$ cat src/rtl/vpw_ifr_pkg.sv
package vpw_ifr_pkg;

    typedef enum logic [2:0] {
        ST_IDLE,
        ST_DECIDE,
        ST_NB_OWN,
        ST_NB_SHARED,
        ST_BITS
    } ifr_state_e;

endpackage

$ cat src/rtl/vpw_sym_timer.sv
module vpw_sym_timer #(
    parameter int unsigned CNT_W = 8
) (
    input  logic             clk,
    input  logic             rst,
    input  logic             run,
    input  logic             us_tick,
    input  logic [CNT_W-1:0] sym_len,
    output logic             sym_last
);

    typedef struct packed {
        logic [CNT_W-1:0] cnt;
    } tmr_t;

    tmr_t r_q, r_d;

    assign sym_last = run && us_tick && (r_q.cnt == sym_len - 1'b1);

    always_comb begin
        r_d = r_q;
        if (!run) begin
            r_d.cnt = '0;
        end else if (us_tick) begin
            if (sym_last) r_d.cnt = '0;
            else          r_d.cnt = r_q.cnt + 1'b1;
        end
    end

    always_ff @(posedge clk) begin
        if (rst) r_q <= '0;
        else     r_q <= r_d;
    end

    // Every symbol is timed to its own length; the counter never runs past it
    assert_cnt_bound_R5: assert property (@(posedge clk) disable iff (rst)
        run |-> (r_q.cnt < sym_len));

endmodule

$ cat src/rtl/vpw_sym_shaper.sv
module vpw_sym_shaper #(
    parameter int unsigned T_SHORT = 64,
    parameter int unsigned T_LONG  = 128,
    parameter int unsigned CNT_W   = 8,
    parameter int unsigned POS_W   = 3
) (
    input  logic             nb_phase,
    input  logic [POS_W-1:0] pos,
    input  logic             bit_val,
    output logic             sym_level,
    output logic [CNT_W-1:0] sym_len
);

    localparam logic [CNT_W-1:0] LEN_S = CNT_W'(T_SHORT);
    localparam logic [CNT_W-1:0] LEN_L = CNT_W'(T_LONG);

    always_comb begin
        if (nb_phase) begin
            sym_level = 1'b1;
            sym_len   = LEN_S;
        end else begin
            sym_level = pos[0];
            if (pos[0]) sym_len = bit_val ? LEN_S : LEN_L;
            else        sym_len = bit_val ? LEN_L : LEN_S;
        end
    end

endmodule

$ cat src/rtl/vpw_ifr_ctrl.sv
module vpw_ifr_ctrl
    import vpw_ifr_pkg::*;
#(
    parameter int unsigned BYTE_W = 8,
    parameter int unsigned POS_W  = 3
) (
    input  logic              clk,
    input  logic              rst,
    input  logic              rx_line,
    input  logic              eod_strobe,
    input  logic              crc_ok,
    input  logic [BYTE_W-1:0] data_in,
    input  logic              data_wr,
    input  logic              arm_req,
    input  logic              sym_last,
    input  logic              sym_level,
    output logic              nb_phase,
    output logic              sym_run,
    output logic [POS_W-1:0]  pos,
    output logic              bit_val,
    output logic              tx_line,
    output logic              arm_pending,
    output logic              resp_done,
    output logic              lost_arb,
    output logic              aborted
);

    localparam logic [POS_W-1:0] LAST_POS = POS_W'(BYTE_W - 1);

    typedef struct packed {
        ifr_state_e        st;
        logic              arm;
        logic [BYTE_W-1:0] hold;
        logic [BYTE_W-1:0] shreg;
        logic [POS_W-1:0]  pos;
        logic              tx;
        logic              done;
        logic              lost;
        logic              abrt;
    } ctrl_t;

    ctrl_t r_q, r_d;

    assign nb_phase    = (r_q.st == ST_NB_OWN);
    assign sym_run     = (r_q.st == ST_NB_OWN) || (r_q.st == ST_BITS);
    assign pos         = r_q.pos;
    assign bit_val     = r_q.shreg[BYTE_W-1];
    assign tx_line     = r_q.tx;
    assign arm_pending = r_q.arm;
    assign resp_done   = r_q.done;
    assign lost_arb    = r_q.lost;
    assign aborted     = r_q.abrt;

    always_comb begin
        r_d      = r_q;
        r_d.done = 1'b0;
        if (data_wr) r_d.hold = data_in;
        if (arm_req) begin
            r_d.arm  = 1'b1;
            r_d.lost = 1'b0;
            r_d.abrt = 1'b0;
        end
        unique case (r_q.st)
            ST_IDLE: begin
                if (eod_strobe && r_q.arm) begin
                    if (crc_ok) begin
                        r_d.st    = ST_DECIDE;
                        r_d.shreg = r_q.hold;
                    end else begin
                        r_d.abrt = 1'b1;
                        r_d.arm  = 1'b0;
                    end
                end
            end
            ST_DECIDE: begin
                if (rx_line) begin
                    r_d.st = ST_NB_SHARED;
                end else begin
                    r_d.st = ST_NB_OWN;
                    r_d.tx = 1'b1;
                end
            end
            ST_NB_SHARED: begin
                if (!rx_line) begin
                    r_d.st  = ST_BITS;
                    r_d.pos = '0;
                    r_d.tx  = 1'b0;
                end
            end
            ST_NB_OWN, ST_BITS: begin
                if (sym_last) begin
                    if (rx_line != r_q.tx) begin
                        r_d.st   = ST_IDLE;
                        r_d.tx   = 1'b0;
                        r_d.lost = 1'b1;
                        r_d.arm  = 1'b0;
                    end else if (r_q.st == ST_NB_OWN) begin
                        r_d.st  = ST_BITS;
                        r_d.pos = '0;
                        r_d.tx  = 1'b0;
                    end else if (r_q.pos == LAST_POS) begin
                        r_d.st   = ST_IDLE;
                        r_d.tx   = 1'b0;
                        r_d.done = 1'b1;
                        r_d.arm  = 1'b0;
                    end else begin
                        r_d.pos   = r_q.pos + 1'b1;
                        r_d.shreg = r_q.shreg << 1;
                        r_d.tx    = ~r_q.tx;
                    end
                end
            end
            default: r_d.st = ST_IDLE;
        endcase
    end

    always_ff @(posedge clk) begin
        if (rst) begin
            r_q    <= '0;
            r_q.st <= ST_IDLE;
        end else begin
            r_q <= r_d;
        end
    end

    // Unarmed EOD leaves the bus passive
    assert_unarmed_quiet_R2: assert property (@(posedge clk) disable iff (rst)
        (r_q.st == ST_IDLE && eod_strobe && !r_q.arm) |=> !tx_line);

    // Bad CRC drops the request
    assert_abort_flag_R3: assert property (@(posedge clk) disable iff (rst)
        (r_q.st == ST_IDLE && eod_strobe && r_q.arm && !crc_ok) |=> (aborted && !arm_pending && !tx_line));

    // Drive level agrees with the symbol shaper in every timed symbol
    assert_level_track_R5: assert property (@(posedge clk) disable iff (rst)
        sym_run |-> (tx_line == sym_level));

    // Another node's normalization pulse is never doubled
    assert_shared_quiet_R6: assert property (@(posedge clk) disable iff (rst)
        (r_q.st == ST_NB_SHARED) |-> !tx_line);

    // Loss of arbitration releases the bus at once
    assert_lost_release_R7: assert property (@(posedge clk) disable iff (rst)
        $rose(lost_arb) |-> (!tx_line && !arm_pending && !resp_done));

    // Completion is a single-clock pulse with the bus released
    assert_done_pulse_R8: assert property (@(posedge clk) disable iff (rst)
        resp_done |=> !resp_done);
    assert_done_idle_R8: assert property (@(posedge clk) disable iff (rst)
        resp_done |-> (!tx_line && !arm_pending));

endmodule

$ cat src/rtl/vpw_ifr_tx.sv
module vpw_ifr_tx #(
    parameter int unsigned BYTE_W  = 8,
    parameter int unsigned T_SHORT = 64,
    parameter int unsigned T_LONG  = 128
) (
    input  logic              clk,
    input  logic              rst,
    input  logic              us_tick,
    input  logic              rx_line,
    input  logic              eod_strobe,
    input  logic              crc_ok,
    input  logic [BYTE_W-1:0] data_in,
    input  logic              data_wr,
    input  logic              arm_req,
    output logic              tx_line,
    output logic              arm_pending,
    output logic              resp_done,
    output logic              lost_arb,
    output logic              aborted
);

    localparam int unsigned CNT_W = $clog2(T_LONG + 1);
    localparam int unsigned POS_W = (BYTE_W > 1) ? $clog2(BYTE_W) : 1;

    logic             nb_phase;
    logic             sym_run;
    logic [POS_W-1:0] pos;
    logic             bit_val;
    logic             sym_level;
    logic [CNT_W-1:0] sym_len;
    logic             sym_last;

    vpw_ifr_ctrl #(
        .BYTE_W (BYTE_W),
        .POS_W  (POS_W)
    ) u_ctrl (
        .clk         (clk),
        .rst         (rst),
        .rx_line     (rx_line),
        .eod_strobe  (eod_strobe),
        .crc_ok      (crc_ok),
        .data_in     (data_in),
        .data_wr     (data_wr),
        .arm_req     (arm_req),
        .sym_last    (sym_last),
        .sym_level   (sym_level),
        .nb_phase    (nb_phase),
        .sym_run     (sym_run),
        .pos         (pos),
        .bit_val     (bit_val),
        .tx_line     (tx_line),
        .arm_pending (arm_pending),
        .resp_done   (resp_done),
        .lost_arb    (lost_arb),
        .aborted     (aborted)
    );

    vpw_sym_shaper #(
        .T_SHORT (T_SHORT),
        .T_LONG  (T_LONG),
        .CNT_W   (CNT_W),
        .POS_W   (POS_W)
    ) u_shaper (
        .nb_phase  (nb_phase),
        .pos       (pos),
        .bit_val   (bit_val),
        .sym_level (sym_level),
        .sym_len   (sym_len)
    );

    vpw_sym_timer #(
        .CNT_W (CNT_W)
    ) u_timer (
        .clk      (clk),
        .rst      (rst),
        .run      (sym_run),
        .us_tick  (us_tick),
        .sym_len  (sym_len),
        .sym_last (sym_last)
    );

endmodule

$ cat config.mk
export PLATFORM = sky130hd
export DESIGN_NAME = vpw_ifr_tx
export DESIGN_NICKNAME = d
export VERILOG_FILES = /design/src/rtl/vpw_ifr_pkg.sv /design/src/rtl/vpw_sym_timer.sv /design/src/rtl/vpw_sym_shaper.sv /design/src/rtl/vpw_ifr_ctrl.sv /design/src/rtl/vpw_ifr_tx.sv
export SDC_FILE = /design/constraint.sdc
export NUM_CORES = 1
export LEC_CHECK = 0
export BUFFER_PORTS_ARGS = -buffer_cell sky130_fd_sc_hd__clkbuf_2
export CAP_MARGIN = 20
export CORE_ASPECT_RATIO = 1.25
export CORE_UTILIZATION = 57
export CTS_CLUSTER_DIAMETER = 80
export DETAILED_ROUTE_END_ITERATION = 10
export GPL_TIMING_DRIVEN = 0
export HOLD_SLACK_MARGIN = 0.08
export PLACE_DENSITY_LB_ADDON = 0.08
export SYNTH_ARGS = -nofsm -noshare
export SYNTH_HDL_FRONTEND = slang
export SYNTH_SLANG_ARGS = --single-unit
$ cat constraint.sdc
create_clock -name clk -period 2.4 [get_ports clk]
set_input_delay 0.36 -clock clk [delete_from_list [all_inputs] [get_ports clk]]
set_output_delay 0.36 -clock clk [all_outputs]
set_load 0.03 [all_outputs]
# ---- After elaboration in Yosys (flattened, before gate mapping)
# Cells that the tools add are included.
dict set report word_totals {
  reg_bits 35
  inputBits 16
  output_inout_bits 5
  elab_cells 90
}
dict set report op_classes {
  add_sub_neg 3
  eq_ne 17
  n_mux 41
  bitwise_logic 4
  n_reduce_logical 15
}
# cell n
set op_table {}
lappend op_table {{8-bit two-way mux} 8}
lappend op_table {{4-bit two-way mux} 6}
lappend op_table {{11-bit two-way mux} 2}
lappend op_table {{8-bit one-hot mux with 2 select lines} 1}
lappend op_table {{1-bit two-way mux} 15}
lappend op_table {{14-bit two-way mux} 1}
lappend op_table {{2-bit inequality test (second input constant)} 7}
lappend op_table {{3-bit one-hot mux with 4 select lines} 1}
lappend op_table {{5-bit AND reduction} 2}
lappend op_table {{3-bit two-way mux} 3}
lappend op_table {{8-bit by 1-bit adder with 8-bit output (second input constant)} 1}
lappend op_table {{8-bit equality test} 1}
lappend op_table {{8-bit by 1-bit subtractor with 8-bit output (second input constant)} 1}
lappend op_table {{7-bit AND reduction} 1}
lappend op_table {{3-bit by 2-bit equality test with 1-bit output (second input constant)} 2}
lappend op_table {{3-bit equality test (second input constant)} 2}
lappend op_table {{3-bit one-hot mux with 2 select lines} 1}
lappend op_table {{5-bit OR reduction} 1}
lappend op_table {{4-bit by 2-bit inequality test with 1-bit output (second input constant)} 1}
lappend op_table {{1-bit NOT} 4}
lappend op_table {{4-bit AND reduction} 1}
lappend op_table {{2-bit nonzero test} 2}
lappend op_table {{2-bit OR reduction} 2}
lappend op_table {{3-bit by 1-bit adder with 3-bit output (second input constant)} 1}
lappend op_table {{other kinds (11)} 13}

# ---- Depth between registers and ports, before layout
dict set report depth {
  word_depth 8
  mapped_depth 8
  ltp_nobuf 7
}

# ---- By module
# A second synthesis with hierarchy kept.
dict set report unflattened {
  hier_cells 237
  hier_area_um2 2145.8
}
# mod n_inst cells_each area_per_inst_um2 seq_area_each_um2
set modules_own_cells {}
lappend modules_own_cells {vpw_ifr_ctrl 1 151 1436.4 540.5}
lappend modules_own_cells {vpw_sym_timer 1 75 630.6 160.2}
lappend modules_own_cells {vpw_sym_shaper 1 11 78.8 0.0}

# ---- Least setup slack after synthesis
# No wires, ideal clock.
dict set report synth_path {
  kind {reg-to-reg}
  startpoint {register u_timer.r_q[0] in the netlist's numbering}
  endpoint {register u_ctrl.r_q, in the netlist u_ctrl.bit_val}
  setup_ps 80
  arrival_time_ps 1632
  t_required_ps 2320
  path_slack_ps 689
  path_stages_with_launch 7
  path_buffers 0
  period_less_slack_ps 1711
  path_cell_list {dfxtp_1 -> ha_1 -> and3_4 -> nand4_4 -> nor4_4 -> a22oi_1 -> a211oi_2}
}
dict set report synth_between {
  elab_chain_cells 4
}
# item line_no
set synth_lines {}
lappend synth_lines {{from (decl)} vpw_sym_timer.sv:16} ;# tmr_t r_q, r_d;
lappend synth_lines {{from (signal assigned)} vpw_sym_timer.sv:32} ;# else r_q <= r_d;
lappend synth_lines {{8-bit equality test} vpw_sym_timer.sv:18} ;# assign sym_last = run && us_tick && (r_q.cnt == sym_len - 1'b1);
lappend synth_lines {{1-bit logical AND} vpw_sym_timer.sv:18}
lappend synth_lines {{2-bit inequality test (no line)} n/a}
lappend synth_lines {{7-bit AND reduction (no line)} n/a}
lappend synth_lines {{to (signal assigned)} vpw_ifr_ctrl.sv:122} ;# r_q <= r_d;
lappend synth_lines {{to (decl)} vpw_ifr_ctrl.sv:42} ;# ctrl_t r_q, r_d;
# Every way passes these cells.
# A chain may end at the register's enable or synchronous reset.

# ---- Final worst setup path
dict set report layout_path {
  startpoint {register u_timer.r_q[0] in the netlist's numbering}
  endpoint {register u_ctrl.r_q[8] in the netlist's numbering}
}
# Same word-level chain as after synthesis.

==> impl_metrics.env <==
export IMPL_outcome="completed"
export IMPL_synth_seq_cells=35
export IMPL_min_from="data_in[2]"
export IMPL_holdPathEnd="u_ctrl.r_q[17]"
export IMPL_pin_count=21
export IMPL_fp_row_count=22
export IMPL_via_per_inst=5.94
export IMPL_drv_slew=0
export IMPL_clock_tree_buffer_depth=2
export IMPL_n_antenna_cell=0
export IMPL_fp_dieH_um=64.7
export IMPL_cts_sinks=35
export IMPL_power_leakage_nw=0.816
export IMPL_dp_hpwl_um=2710
export IMPL_hp_class="input pin to flop"
export IMPL_synth_area_leaders="dfxtp_1 (39%), mux2i_1 (6.7%), nor2_1 (6.1%)"
export IMPL_finalCritPeriodShare_pct=84.8
export IMPL_cts_clk_slew_worst_paths_ps=100
export IMPL_clk_insertion_delay_late_ps=340
export IMPL_vias=1484
export IMPL_fmax_ghz=0.491
export IMPL_yosysSeqAreaShare_pct=39.1
export IMPL_drt_iter0_drc=40
export IMPL_synthDominantCellAreaShare_pct=39.1
export IMPL_tightest_slew_ps=574
export IMPL_whs_path_depth=3
export IMPL_drc=0
export IMPL_gp_congestion=0.776
export IMPL_syn_area_mm2=0.00179
export IMPL_r2r_slack_ps=360
export IMPL_postCtsHoldBufs=0
export IMPL_grt_total_usage_pct=24.8
export IMPL_layout_commonest_cell="dfxtp_1"
export IMPL_grt_antenna_before_repair=0
export IMPL_r2r_end="u_ctrl.r_q[8]"
export IMPL_synthFlopType="dfxtp_1"
export IMPL_hold_viol_final=0
export IMPL_core_area_mm2=0.00297
export IMPL_drive_above_1_share_pct=22.0
export IMPL_crit_fanout=9
export IMPL_max_slew_margin_rel_pct=61.7
export IMPL_fin_ws_ps=364
export IMPL_worst_setup_path_type="flop to flop"
export IMPL_grt_pass1_vias=1520
export IMPL_fin_crit_ps=2040
export IMPL_grt_pass1_wl_um=6280
export IMPL_area_growth_pct=10.3
export IMPL_htree_levels=2
export IMPL_cp_start_kind="flop"
export IMPL_yosysTopAreaCell="dfxtp_1"
export IMPL_synthArstFlopShare_pct=0
export IMPL_first_pass_iters=4
export IMPL_cts_setup_buffers=0
export IMPL_synth_cells=188
export IMPL_pre_cts_ws_ps=401
export IMPL_r2r_start="u_timer.r_q[0]"
export IMPL_syn_num_nets=207
export IMPL_syn_avg_cell_area_um2=9.53
export IMPL_power_density_mw_per_mm2=528
export IMPL_maxCapViolCount=0
export IMPL_cts_resized_gates=0
export IMPL_ys_types=47
export IMPL_rr_worst_depth=6
export IMPL_drt_total_wl_um=3620
export IMPL_synth_edff_count=0
export IMPL_rsz0062_at_grt="no"
export IMPL_grt_overflow_total=0
export IMPL_fin_tns_setup_ps=0
export IMPL_routedWlPerCell_um=14.5
export IMPL_setup_violations_final=0
export IMPL_skew_ps=3.14
export IMPL_cp_arrival_ps=2300
export IMPL_grt_start_max_net_pins=11
export IMPL_die_area_mm2=0.00337
export IMPL_start_util_pct=60.3
export IMPL_mostFrequentLayoutCells="dfxtp_1 (35), nor2_1 (29), clkbuf_2 (18)"
export IMPL_yosys_warnings=0
export IMPL_io_buffers=18
export IMPL_dieWidth_um=52.1
export IMPL_cp_end_kind="flop"
export IMPL_critPathRequiredTime_ps=2660
export IMPL_cts_made_buffers=5
export IMPL_drtAntennaViolNets=0
export IMPL_ir_worst_vdd_uv=356
export IMPL_cts_tree="built"
export IMPL_nets=232
export IMPL_cts_root_buffer="clkbuf_4"
-- sequential cells by signal (all words and copies together) (netlist names) --
name	flops
u_ctrl.pos	3
u_ctrl.lost_arb	1
u_ctrl.tx_line	1
u_ctrl.bit_val	1
u_ctrl.aborted	1
u_ctrl.resp_done	1
u_ctrl.arm_pending	1
u_timer.r_q	8
u_ctrl.r_q	18
-- cell families after synthesis --
| kind of cell | share of synthesized area [%] |
|---|---|
| and+or+nand+nor | 22.1 |
| AOI/OAI and AO/OA | 18.6 |
| DFF | 39.1 |
| buffers and inverters | 4.47 |
| muxes | 7.33 |
| xor gates and xnor gates | 6.28 |
| adders and majority gates | 2.10 |
-- layer usage --
layer / global-route usage, % / share of wire, % / vias to the layer above
li1: - / - / 724
met1: 25.6 / 41 / 718
met2: 45.2 / 53 / 36
met3: 7.75 / 4.2 / 6
met4: 9.21 / 1.2 / 0
met5: 0 / 0 / -
-- Yosys cell counts, types with 4 or more instances --
master / n
nor2_1: 29
and3_1: 4
clkbuf_1: 5
buf_2: 4
xor2_1: 5
nor3_1: 5
nand2_1: 7
mux2i_1: 12
xnor2_1: 5
a22oi_1: 8
inv_1: 4
dfxtp_1: 35
a211oi_2: 7
a21oi_1: 9
nand2b_1: 5
-- worst max-delay path by stage --
stage	end	slack, ps	start	cells past startpoint
2_1_floorplan	u_ctrl.bit_val	690	u_timer.r_q[0]	6
3_3_place_gp	u_ctrl.r_q[11]	440	u_timer.r_q[0]	6
3_5_place_dp	u_ctrl.r_q[8]	400	u_timer.r_q[0]	6
4_1_cts	u_ctrl.r_q[8]	370	u_timer.r_q[0]	6
5_1_grt	u_ctrl.bit_val	240	u_timer.r_q[0]	6
6_report	u_ctrl.r_q[8]	360	u_timer.r_q[0]	6
-- area by class of cell --
type                    instances  area, um2
inverters                       4       15.0
fillers                       262        996
multi-input cells             137       1010
well taps                      36       45.0
clock inverters                 1       5.00
flip-flops and latches         35        701
repair buffers                 18       90.1
clock buffers                   7       45.0
plain buffers                  12       65.1
-- critical path, stage by stage (launching register included) --
cell and delay, ps:
dfxtp_1 390, ha_1 190, and3_4 220, nand4_4 160
nor4_4 560, a22oi_1 170, a211oi_2 270
-- through the flow --
| step | instance area [um2] | std cells | util (%) | hold WS (ps) | total power (W) |
|---|---|---|---|---|---|
| after detailed placement | 1930 | 242 | 64.8 | 483 | 0.000745 |
| after global routing | 1980 | 250 | 66.5 | 262 | 0.00109 |
| final | 1980 | 250 | 66.5 | 252 | 0.00104 |
| after global placement | 1930 | 242 | 64.8 | 461 | 0.000739 |
| after floorplan | 1790 | 188 | - | 445 | 0.000709 |
| after CTS | 1980 | 250 | 66.5 | 243 | 0.00105 |
-- where the power goes --
| group | internal [W] | total, W | switching, W |
|---|---|---|---|
| logic | 0.0000514 | 0.000121 | 0.0000698 |
| registers | 0.000599 | 0.000611 | 0.0000122 |
| clock network | 0.000114 | 0.000312 | 0.000198 |
| total | 0.000764 | 0.00104 | 0.000280 |
Power figures use the tool's default switching activity.
